## src/rtl/bkup_pkg.sv

```systemverilog
package bkup_pkg;

   // control word fields; bit positions are software visible
   localparam int CTL_TEN_BIT = 0;
   localparam int CTL_POL_BIT = 1;
   localparam int CTL_IEN_BIT = 2;
   localparam int CTL_W       = 3;

   typedef struct packed {
      logic irq_en;
      logic pol_low;
      logic tmp_en;
   } ctl_t;

   function automatic ctl_t ctl_from_word(input logic [CTL_W-1:0] w);
      ctl_t c;
      c.tmp_en  = w[CTL_TEN_BIT];
      c.pol_low = w[CTL_POL_BIT];
      c.irq_en  = w[CTL_IEN_BIT];
      return c;
   endfunction

endpackage

```

## src/rtl/bkup_tamper_det.sv

```systemverilog
module bkup_tamper_det #(
   parameter int SYNC_STAGES = 2
) (
   input  logic clk_i,
   input  logic rst_n_i,
   input  logic pin_i,
   input  logic pol_low_i,
   input  logic en_i,
   output logic det_o
);

   logic [SYNC_STAGES-1:0] sync_q;
   logic                   act_prev_q;
   logic                   active;

   generate
      if (SYNC_STAGES < 2) begin : g_bad_sync
         $error("bkup_tamper_det: SYNC_STAGES must be at least 2");
      end
      for (genvar s = 0; s < SYNC_STAGES; s++) begin : g_sync
         if (s == 0) begin : g_first
            always_ff @(posedge clk_i or negedge rst_n_i) begin
               if (!rst_n_i) sync_q[0] <= 1'b0;
               else          sync_q[0] <= pin_i;
            end
         end else begin : g_next
            always_ff @(posedge clk_i or negedge rst_n_i) begin
               if (!rst_n_i) sync_q[s] <= 1'b0;
               else          sync_q[s] <= sync_q[s-1];
            end
         end
      end
   endgenerate

   assign active = sync_q[SYNC_STAGES-1] ^ pol_low_i;

   always_ff @(posedge clk_i or negedge rst_n_i) begin
      if (!rst_n_i) act_prev_q <= 1'b0;
      else          act_prev_q <= active;
   end

   assign det_o = en_i & active & ~act_prev_q;

endmodule

```

## src/rtl/bkup_store.sv

```systemverilog
module bkup_store #(
   parameter int NUM_REGS = 42,
   parameter int DATA_W   = 16,
   localparam int IDX_W   = (NUM_REGS > 1) ? $clog2(NUM_REGS) : 1
) (
   input  logic                       clk_i,
   input  logic                       rst_n_i,
   input  logic                       wipe_i,
   input  logic                       we_i,
   input  logic [IDX_W-1:0]           idx_i,
   input  logic [DATA_W-1:0]          wdata_i,
   output logic [NUM_REGS*DATA_W-1:0] q_flat_o
);

   generate
      for (genvar i = 0; i < NUM_REGS; i++) begin : g_word
         logic [DATA_W-1:0] word_q;
         always_ff @(posedge clk_i or negedge rst_n_i) begin
            if (!rst_n_i)
               word_q <= '0;
            else if (wipe_i)
               word_q <= '0;
            else if (we_i && (idx_i == IDX_W'(i)))
               word_q <= wdata_i;
         end
         assign q_flat_o[i*DATA_W +: DATA_W] = word_q;
      end
   endgenerate

endmodule

```

## src/rtl/bkup_regfile.sv

```systemverilog
module bkup_regfile
   import bkup_pkg::*;
#(
   parameter int NUM_REGS    = 42,
   parameter int DATA_W      = 16,
   parameter int ADDR_W      = 8,
   parameter int SYNC_STAGES = 2
) (
   input  logic              clk_i,
   input  logic              dom_rst_n_i,
   input  logic              sys_rst_n_i,
   input  logic              wr_unlock_i,
   input  logic [ADDR_W-1:0] bus_addr_i,
   input  logic              bus_wr_i,
   input  logic [DATA_W-1:0] bus_wdata_i,
   output logic [DATA_W-1:0] bus_rdata_o,
   input  logic              tamper_pin_i,
   output logic              tamper_irq_o,
   output logic              tamper_evt_o
);

   localparam int WORD_W   = ADDR_W - 2;
   localparam int IDX_W    = (NUM_REGS > 1) ? $clog2(NUM_REGS) : 1;
   localparam int CTL_WORD = NUM_REGS;
   localparam int STA_WORD = NUM_REGS + 1;

   generate
      if (DATA_W < CTL_W) begin : g_bad_width
         $error("bkup_regfile: DATA_W too narrow for the control word");
      end
      if (ADDR_W < 3 || (STA_WORD >= (1 << WORD_W))) begin : g_bad_addr
         $error("bkup_regfile: ADDR_W too small for NUM_REGS plus two words");
      end
      if (IDX_W > WORD_W) begin : g_bad_idx
         $error("bkup_regfile: index wider than the word address");
      end
   endgenerate

   logic [WORD_W-1:0]          word_addr;
   logic                       aligned;
   logic                       data_hit, ctl_hit, sta_hit;
   logic                       wr_ok;
   logic [IDX_W-1:0]           idx;
   logic [NUM_REGS*DATA_W-1:0] mem_flat;
   ctl_t                       ctl_q;
   logic                       tflag_q;
   logic                       evt_q;
   logic                       tamper_hit;
   logic                       evt_rst_n;

   assign word_addr = bus_addr_i[ADDR_W-1:2];
   assign aligned   = (bus_addr_i[1:0] == 2'b00);
   assign data_hit  = aligned && (word_addr < WORD_W'(NUM_REGS));
   assign ctl_hit   = aligned && (word_addr == WORD_W'(CTL_WORD));
   assign sta_hit   = aligned && (word_addr == WORD_W'(STA_WORD));
   assign idx       = word_addr[IDX_W-1:0];
   assign wr_ok     = bus_wr_i && wr_unlock_i;

   bkup_store #(
      .NUM_REGS (NUM_REGS),
      .DATA_W   (DATA_W)
   ) u_store (
      .clk_i    (clk_i),
      .rst_n_i  (dom_rst_n_i),
      .wipe_i   (tamper_hit),
      .we_i     (wr_ok && data_hit),
      .idx_i    (idx),
      .wdata_i  (bus_wdata_i),
      .q_flat_o (mem_flat)
   );

   bkup_tamper_det #(
      .SYNC_STAGES (SYNC_STAGES)
   ) u_det (
      .clk_i     (clk_i),
      .rst_n_i   (dom_rst_n_i),
      .pin_i     (tamper_pin_i),
      .pol_low_i (ctl_q.pol_low),
      .en_i      (ctl_q.tmp_en),
      .det_o     (tamper_hit)
   );

   always_ff @(posedge clk_i or negedge dom_rst_n_i) begin
      if (!dom_rst_n_i)
         ctl_q <= '0;
      else if (wr_ok && ctl_hit)
         ctl_q <= ctl_from_word(bus_wdata_i[CTL_W-1:0]);
   end

   // a detection in the same cycle as a clear write keeps the flag set
   always_ff @(posedge clk_i or negedge dom_rst_n_i) begin
      if (!dom_rst_n_i)
         tflag_q <= 1'b0;
      else if (tamper_hit)
         tflag_q <= 1'b1;
      else if (wr_ok && sta_hit && bus_wdata_i[0])
         tflag_q <= 1'b0;
   end

   assign evt_rst_n = dom_rst_n_i & sys_rst_n_i;

   always_ff @(posedge clk_i or negedge evt_rst_n) begin
      if (!evt_rst_n) evt_q <= 1'b0;
      else            evt_q <= tamper_hit;
   end

   always_comb begin
      bus_rdata_o = '0;
      if (data_hit)
         bus_rdata_o = mem_flat[idx*DATA_W +: DATA_W];
      else if (ctl_hit) begin
         bus_rdata_o[CTL_TEN_BIT] = ctl_q.tmp_en;
         bus_rdata_o[CTL_POL_BIT] = ctl_q.pol_low;
         bus_rdata_o[CTL_IEN_BIT] = ctl_q.irq_en;
      end else if (sta_hit)
         bus_rdata_o[0] = tflag_q;
   end

   assign tamper_irq_o = tflag_q & ctl_q.irq_en;
   assign tamper_evt_o = evt_q;

endmodule

```

## config.mk

```make
export PLATFORM = sky130hd
export DESIGN_NAME = bkup_regfile
export DESIGN_NICKNAME = d
export VERILOG_FILES = /design/src/rtl/bkup_pkg.sv /design/src/rtl/bkup_tamper_det.sv /design/src/rtl/bkup_store.sv /design/src/rtl/bkup_regfile.sv
export SDC_FILE = /design/constraint.sdc
export NUM_CORES = 1
export LEC_CHECK = 0
export BUFFER_PORTS_ARGS = -buffer_cell sky130_fd_sc_hd__buf_4
export CAP_MARGIN = 15
export CORE_MARGIN = 2
export CORE_UTILIZATION = 45
export CTS_CLUSTER_SIZE = 30
export DETAILED_ROUTE_END_ITERATION = 8
export GPL_ROUTABILITY_DRIVEN = 1
export HOLD_SLACK_MARGIN = 0.06
export SYNTH_ARGS = -nofsm -noshare
export SYNTH_HDL_FRONTEND = slang
export SYNTH_SLANG_ARGS = --single-unit
```

## constraint.sdc

```tcl
create_clock -name clk_i -period 2 [get_ports clk_i]
set_input_delay 0.2 -clock clk_i [delete_from_list [all_inputs] [get_ports clk_i]]
set_output_delay 0.2 -clock clk_i [all_outputs]
set_load 0.1 [all_outputs]
```

Word-level counts from Yosys, hierarchy flattened

Cells that the tools add are included.

$lt $le $gt $ge: 1
Equal/unequal tests: 43
Shift-type cells: 1
Multiplexer cells: 91
Bitwise gates (word level): 6
Reductions and logical operators: 95

Operator list:

| cell                                                            | count |
|---|---|
| 16-bit 2-to-1 mux                                               | 84 |
| 672-bit by 11-bit indexed part select with 16-bit output        | 1 |
| 6-bit by 5-bit == test with 1-bit output, second input constant | 16 |
| 2-bit nonzero test                                              | 43 |
| 6-bit == test, second input constant                            | 12 |
| 1-bit logical AND                                               | 50 |
| 6-bit by 4-bit == test with 1-bit output, second input constant | 8 |
| 6-bit by 3-bit == test with 1-bit output, second input constant | 4 |
| 13-bit 2-to-1 mux                                               | 1 |
| 6-bit by 2-bit == test with 1-bit output, second input constant | 2 |
| 6-bit by 1-bit == test with 1-bit output, second input constant | 1 |
| 6-bit logical NOT                                               | 1 |
| 6-bit < comparator, second input constant                       | 1 |
| 1-bit AND                                                       | 4 |
| 1-bit 2-to-1 mux                                                | 4 |
| 3-bit 2-to-1 mux                                                | 1 |
| 2-bit logical NOT                                               | 1 |
| 2-bit 2-to-1 mux                                                | 1 |
| 1-bit inverter                                                  | 1 |
| 1-bit XOR                                                       | 1 |

Register bits: 680
Input bits: 30
Output and inout bits: 18
Logic and storage cells: 287

Logic depth before layout (Yosys ltp)

Word-level depth: 6
Depth in mapped cells: 9
Depth with buffers taken out: 5

Cells and area by module

Synthesis repeated with hierarchy kept, for this count alone.

Cell total of the unflattened synthesis: 2871
Area total of the unflattened synthesis: 35361.4 um2

By module, submodules not included:

| module          | instances | cells an instance | area each (um2) | sequential area each (um2) |
|---|---|---|---|---|
| bkup_store      | 1         | 2305              | 29439.5         | 16816.1 |
| bkup_regfile    | 1         | 561               | 5829.3          | 125.1 |
| bkup_tamper_det | 1         | 5                 | 92.6            | 75.1 |

Worst setup path before layout

No wires, ideal clock.

Path type: input -> output
From: input port bus_addr_i[3]
To: output port bus_rdata_o[2]
Arrival time: 4.763 ns
Required time: 1.800 ns
Slack: -2.963 ns
Stages: 8
Path buffers: 5
Cells stage by stage: buf_2 buf_2 buf_2 buf_2 clkbuf_1 nor2_1 a31oi_1 o311ai_0

Cells in the longest elaborated chain, start to end: 4
Elaborated cells on any way between the ends: 7
Classes of those cells: order compare: 1; eq/ne: 1; shift: 1; mux: 2; reduce/logical: 2

RTL lines:

| item                                                                                                             | line                | RTL |
|---|---|---|
| from (decl)                                                                                                      | bkup_regfile.sv:13  | `input logic [ADDR_W-1:0] bus_addr_i,` |
| parallel branches: the longest is 3 deep, another holds 672-bit by 11-bit indexed part select with 16-bit output | --                  |  |
| 3-bit 2-to-1 mux (*)                                                                                             | bkup_regfile.sv:109 | `if (data_hit)` |
| to (decl)                                                                                                        | bkup_regfile.sv:16  | `output logic [DATA_W-1:0] bus_rdata_o,` |

Mark *: on every way between the ends.

Worst setup path after layout

From: register u_store.g_word[35].word_q[13]
To: output port bus_rdata_o[13]

Cells in the longest elaborated chain, start to end: 2

RTL lines:

| item                                                     | line                | RTL |
|---|---|---|
| from (decl)                                              | bkup_store.sv:17    | `logic [DATA_W-1:0] word_q;` |
| from (signal assigned)                                   | bkup_store.sv:24    | `word_q <= wdata_i;` |
| 672-bit by 11-bit indexed part select with 16-bit output | bkup_regfile.sv:110 | `bus_rdata_o = mem_flat[idx*DATA_W +: DATA_W];` |
| 13-bit 2-to-1 mux                                        | bkup_regfile.sv:109 |  |

Every way passes these cells.

==> results by group <==
Worst setup path
  – Cell count of the worst reg-to-reg path: 5
  – Crit path max-delay family: compound AO/OA/AOI/OAI gates
  – Crit Reg-Reg Startpoint: ctl_q[1]$_DFFE_PN0P_
  – CP endpoint kind: output port
  – CP startpoint kind: register
  – Slowest CP cell: mux4_2
  – Crit path cell chain: mux4_2 > a222oi_1 > o21ai_1 > a221oi_2 > buf_4 > a31oi_4 > buf_12
  – Critical Path Start: u_store.g_word[35].word_q[13]$_DFFE_PN0P_
  – CP Class: register to output port
  – Crit path DAT: between 2 and 3 ns
  – Worst EP required: 1.80 ns
  – Crit Path Max Fanout: 2
  – Worst stage delay on the critical path: 0.50 ns
  – Worst Path Buf+Inv: 2
  – Critical path depth in cells: 7

Hold path
  – Hold crit path type: input port to register
  – Worst hold stages: 3
  – Min-delay src: bus_wdata_i[2]

Power and ir drop
  – Comb power frac: about 7.8%
  – Clock share of power: 46.1%
  – Design Power: a little over 30000 µW
  – P_leak: 0.0194 µW
  – Peak VDD IR: 0.677 mV
  – Pint: between 20000 and 25000 µW
  – Flop pwr share: 46.1%
  – Sw Pwr: 7440 µW
  – PwrDens: approximately 780 nW/µm²
  – Net Sw Frac: between 20% and 30%

Timing
  – Setup ws final: -0.956 ns
  – Hold slack: 0.124 ns
  – Final Critical Period: 2.96 ns
  – Worst Tran Pin Value: 0.775 ns
  – Setup violators final: 16
  – Rel. slew slack: between 40% and 50%
  – Max Fclk: 338 MHz
  – Slew Limit Fails: 0
  – Final Hold Vio Count: 0
  – Clock Skew: 0.0219 ns
  – Final worst-path cycle share: 148%
  – RSZ-0062 raised after global routing: yes

Clock network
  – CTS Buf Count: 73
  – Worst-path clk slew: 0.06 ns
  – Max clock buf depth: 3
  – Total clock sinks: 680
  – Skew-Pair Late Insertion Delay: approximately 0.62 ns
  – CTS tree: done
  – H-tree depth: 3
  – Root buffer cell: clkbuf_16

Logic synthesis
  – Largest family of logic cells by synthesized area: multiplexers
  – FFs w/ async S/R, synth: 100%
  – Yosys reg bits: 680
  – Mapped Cells: 3254
  – Post-synthesis compound-gate area fraction: a little under a tenth
  – Simple-gate share of the synthesized area: roughly 15%
  – Sequential share of the synthesized area: about half
  – Yosys cell types: 54
  – Xor/xnor share of the synthesized area: 0.0268%
  – Syn_area_per_cell: slightly above 10 µm²
  – Main synth FF type: dfrtp_1
  – Fraction of synthesized area in multiplexers: 19.2%
  – Yosys warns: 0
  – Syn nets: roughly 3300
  – Post-synth EDFFs: 0
  – Cell Area, Synth: between 30000 and 40000 µm²
  – Adder-cell share of the synthesized area: 0%

Place
  – Post-place setup slack: -0.855 ns
  – Area after DPL: roughly 37000 µm²
  – Gpl congestion: 0.906
  – DP HPWL: 71.6 mm
  – Port Buffers: 47

Routing
  – # DRC: 0
  – Vias/cell: 5.99
  – Via count: 26300
  – Avg WL per Cell: 25.1 µm
  – TritonRoute pass-1 iters: 6
  – Final ANT Viol Nets: 0
  – Post-Route WL: around 110 mm
  – DRT iter0 DRCs: 2785

Final layout
  – Most frequent cells in the layout: nand2_1 (900), dfrtp_1 (678), a21oi_1 (435)
  – Fin area: 40100 µm²
  – Ant. Diodes: 0
  – Final Net Count: between 3000 and 4000
  – Layout cells sized above 1: a little over a fifth
  – Most common cell after layout, fill and taps aside: nand2_1
  – Area Growth Syn to Fin: 22.4%

Die
  – Row count: 98
  – Die Wd: 274 µm
  – Initial core utilization: 45.6%
  – Core Region: 71700 µm²
  – Die height: between 200 and 300 µm
  – Die Footprint: between 70000 and 80000 µm²
  – Boundary Pins: 48

Global routing
  – Vias in the first global route: 26800
  – Initial antenna violation count: 0
  – Grt total ovfl: 0
  – Largest net degree at the start of global routing: 86
  – All-Layer GR Usage: 30.0%
  – First-pass GRT wire length: 169 mm

Outcome
  – Violated checks: setup timing
  – Status: finished, violations left

Flow run
  – Max-cap check violation count: 0
[per-layer routing]
metal	wire, µm	up-vias	GRT usage [%]
met5	0	-	0
met3	10100	232	6.04
met4	4940	0	13.4
met1	45900	13400	42.5
met2	49100	1253	44.7
li1	-	11400	-
[synth_stat cells (all sizes together), types with 6 or more instances]
cell type  number  share of area, %
a21oi         441               6.7
a221oi         19              0.51
a22o           16              0.43
a22oi          31              0.71
a31oi          14              0.27
and2           10              0.19
and3           11              0.21
buf            86               1.5
clkbuf        234               2.7
dfrtp         680                52
mux2           19              0.65
mux2i         251               7.7
mux4          158                11
nand2         906                10
nand3          43              0.67
nor2          276               3.2
nor2b           6              0.11
o21ai          11              0.17
[area by class of cell]
cell class | count | area, µm²
Sequential cell | 680 | 17000
Tap cell | 950 | 1190
Clock inverter | 21 | 300
Fill cell | 5966 | 31600
Clock buffer | 110 | 2230
Timing Repair Buffer | 377 | 4360
Multi-Input combinational cell | 2253 | 15000
Inverter | 1 | 3.75
[state kept, by name, indices dropped and copies added (netlist names)]
| signal | flops |
|---|---|
| u_det.act_prev_q | 1 |
| u_store.g_word.word_q | 672 |
| u_det.sync_q | 2 |
| tamper_evt_o | 1 |
| ctl_q | 3 |
| tflag_q | 1 |
[repair_timing]
action	CTS	global route
cloned	0	0
resized for setup	74	17
pin swaps	36	16
setup endpoints to repair	16	16
endpoints found under the hold margin	329	0
setup buffers	6	4
hold buffers	5	0
[kinds of logic (layout without fill, tap and decap cells)]
| logic type | count (synthesis) | count (layout) |
|---|---|---|
| and+or+nand+nor | 1277 | 1277 |
| DFF | 680 | 680 |
| muxes | 428 | 428 |
| AOI/OAI and AO/OA | 547 | 547 |
| xor gates and xnor gates | 1 | 1 |
| buffers and inverters | 321 | 509 |
[power by group through the flow]
stage | Sequential (µW) | Clock [µW] | Combinational, µW
floorplan | 14500 | 0 | 1270
global placement | 14500 | 0 | 2310
detailed placement | 14600 | 0 | 2370
CTS | 14300 | 14500 | 2410
global route | 14300 | 15100 | 2610
finish | 14300 | 14300 | 2440
[worst min-delay path, delay by kind of cell]
| family | cells | cell delay [ns] |
|---|---|---|
| buf+inv | 1 | 0.30 |
| compound gates | 1 | 0.05 |
| simple gates | 1 | 0.13 |
[per-stage QoR]
| stage | cells | util [%] | TNS, ns |
|---|---|---|---|
| after global placement | 4246 | 51.6 | -46.66 |
| after floorplan | 3254 | - | -1.15 |
| after CTS | 4388 | 55.7 | -12.59 |
| final | 4392 | 55.9 | -12.44 |
| after detailed placement | 4246 | 51.6 | -56.67 |
| after global routing | 4392 | 55.9 | -13.20 |
[path summary, 6_finish.rpt]
check,end,slack [ns]
min in group asynchronous,u_store.g_word[37].word_q[12]$_DFFE_PN0P_,0.13
setup / recovery,bus_rdata_o[13],-0.96
hold / removal,u_store.g_word[32].word_q[2]$_DFFE_PN0P_,0.12
hold reg to reg,u_det.sync_q[1]$_DFF_PN0_,0.36
max in group asynchronous,tamper_evt_o$_DFF_PN0_,0.99
setup reg to reg,u_store.g_word[6].word_q[10]$_DFFE_PN0P_,0.23
Note: power is estimated with default switching activity, not from simulation.
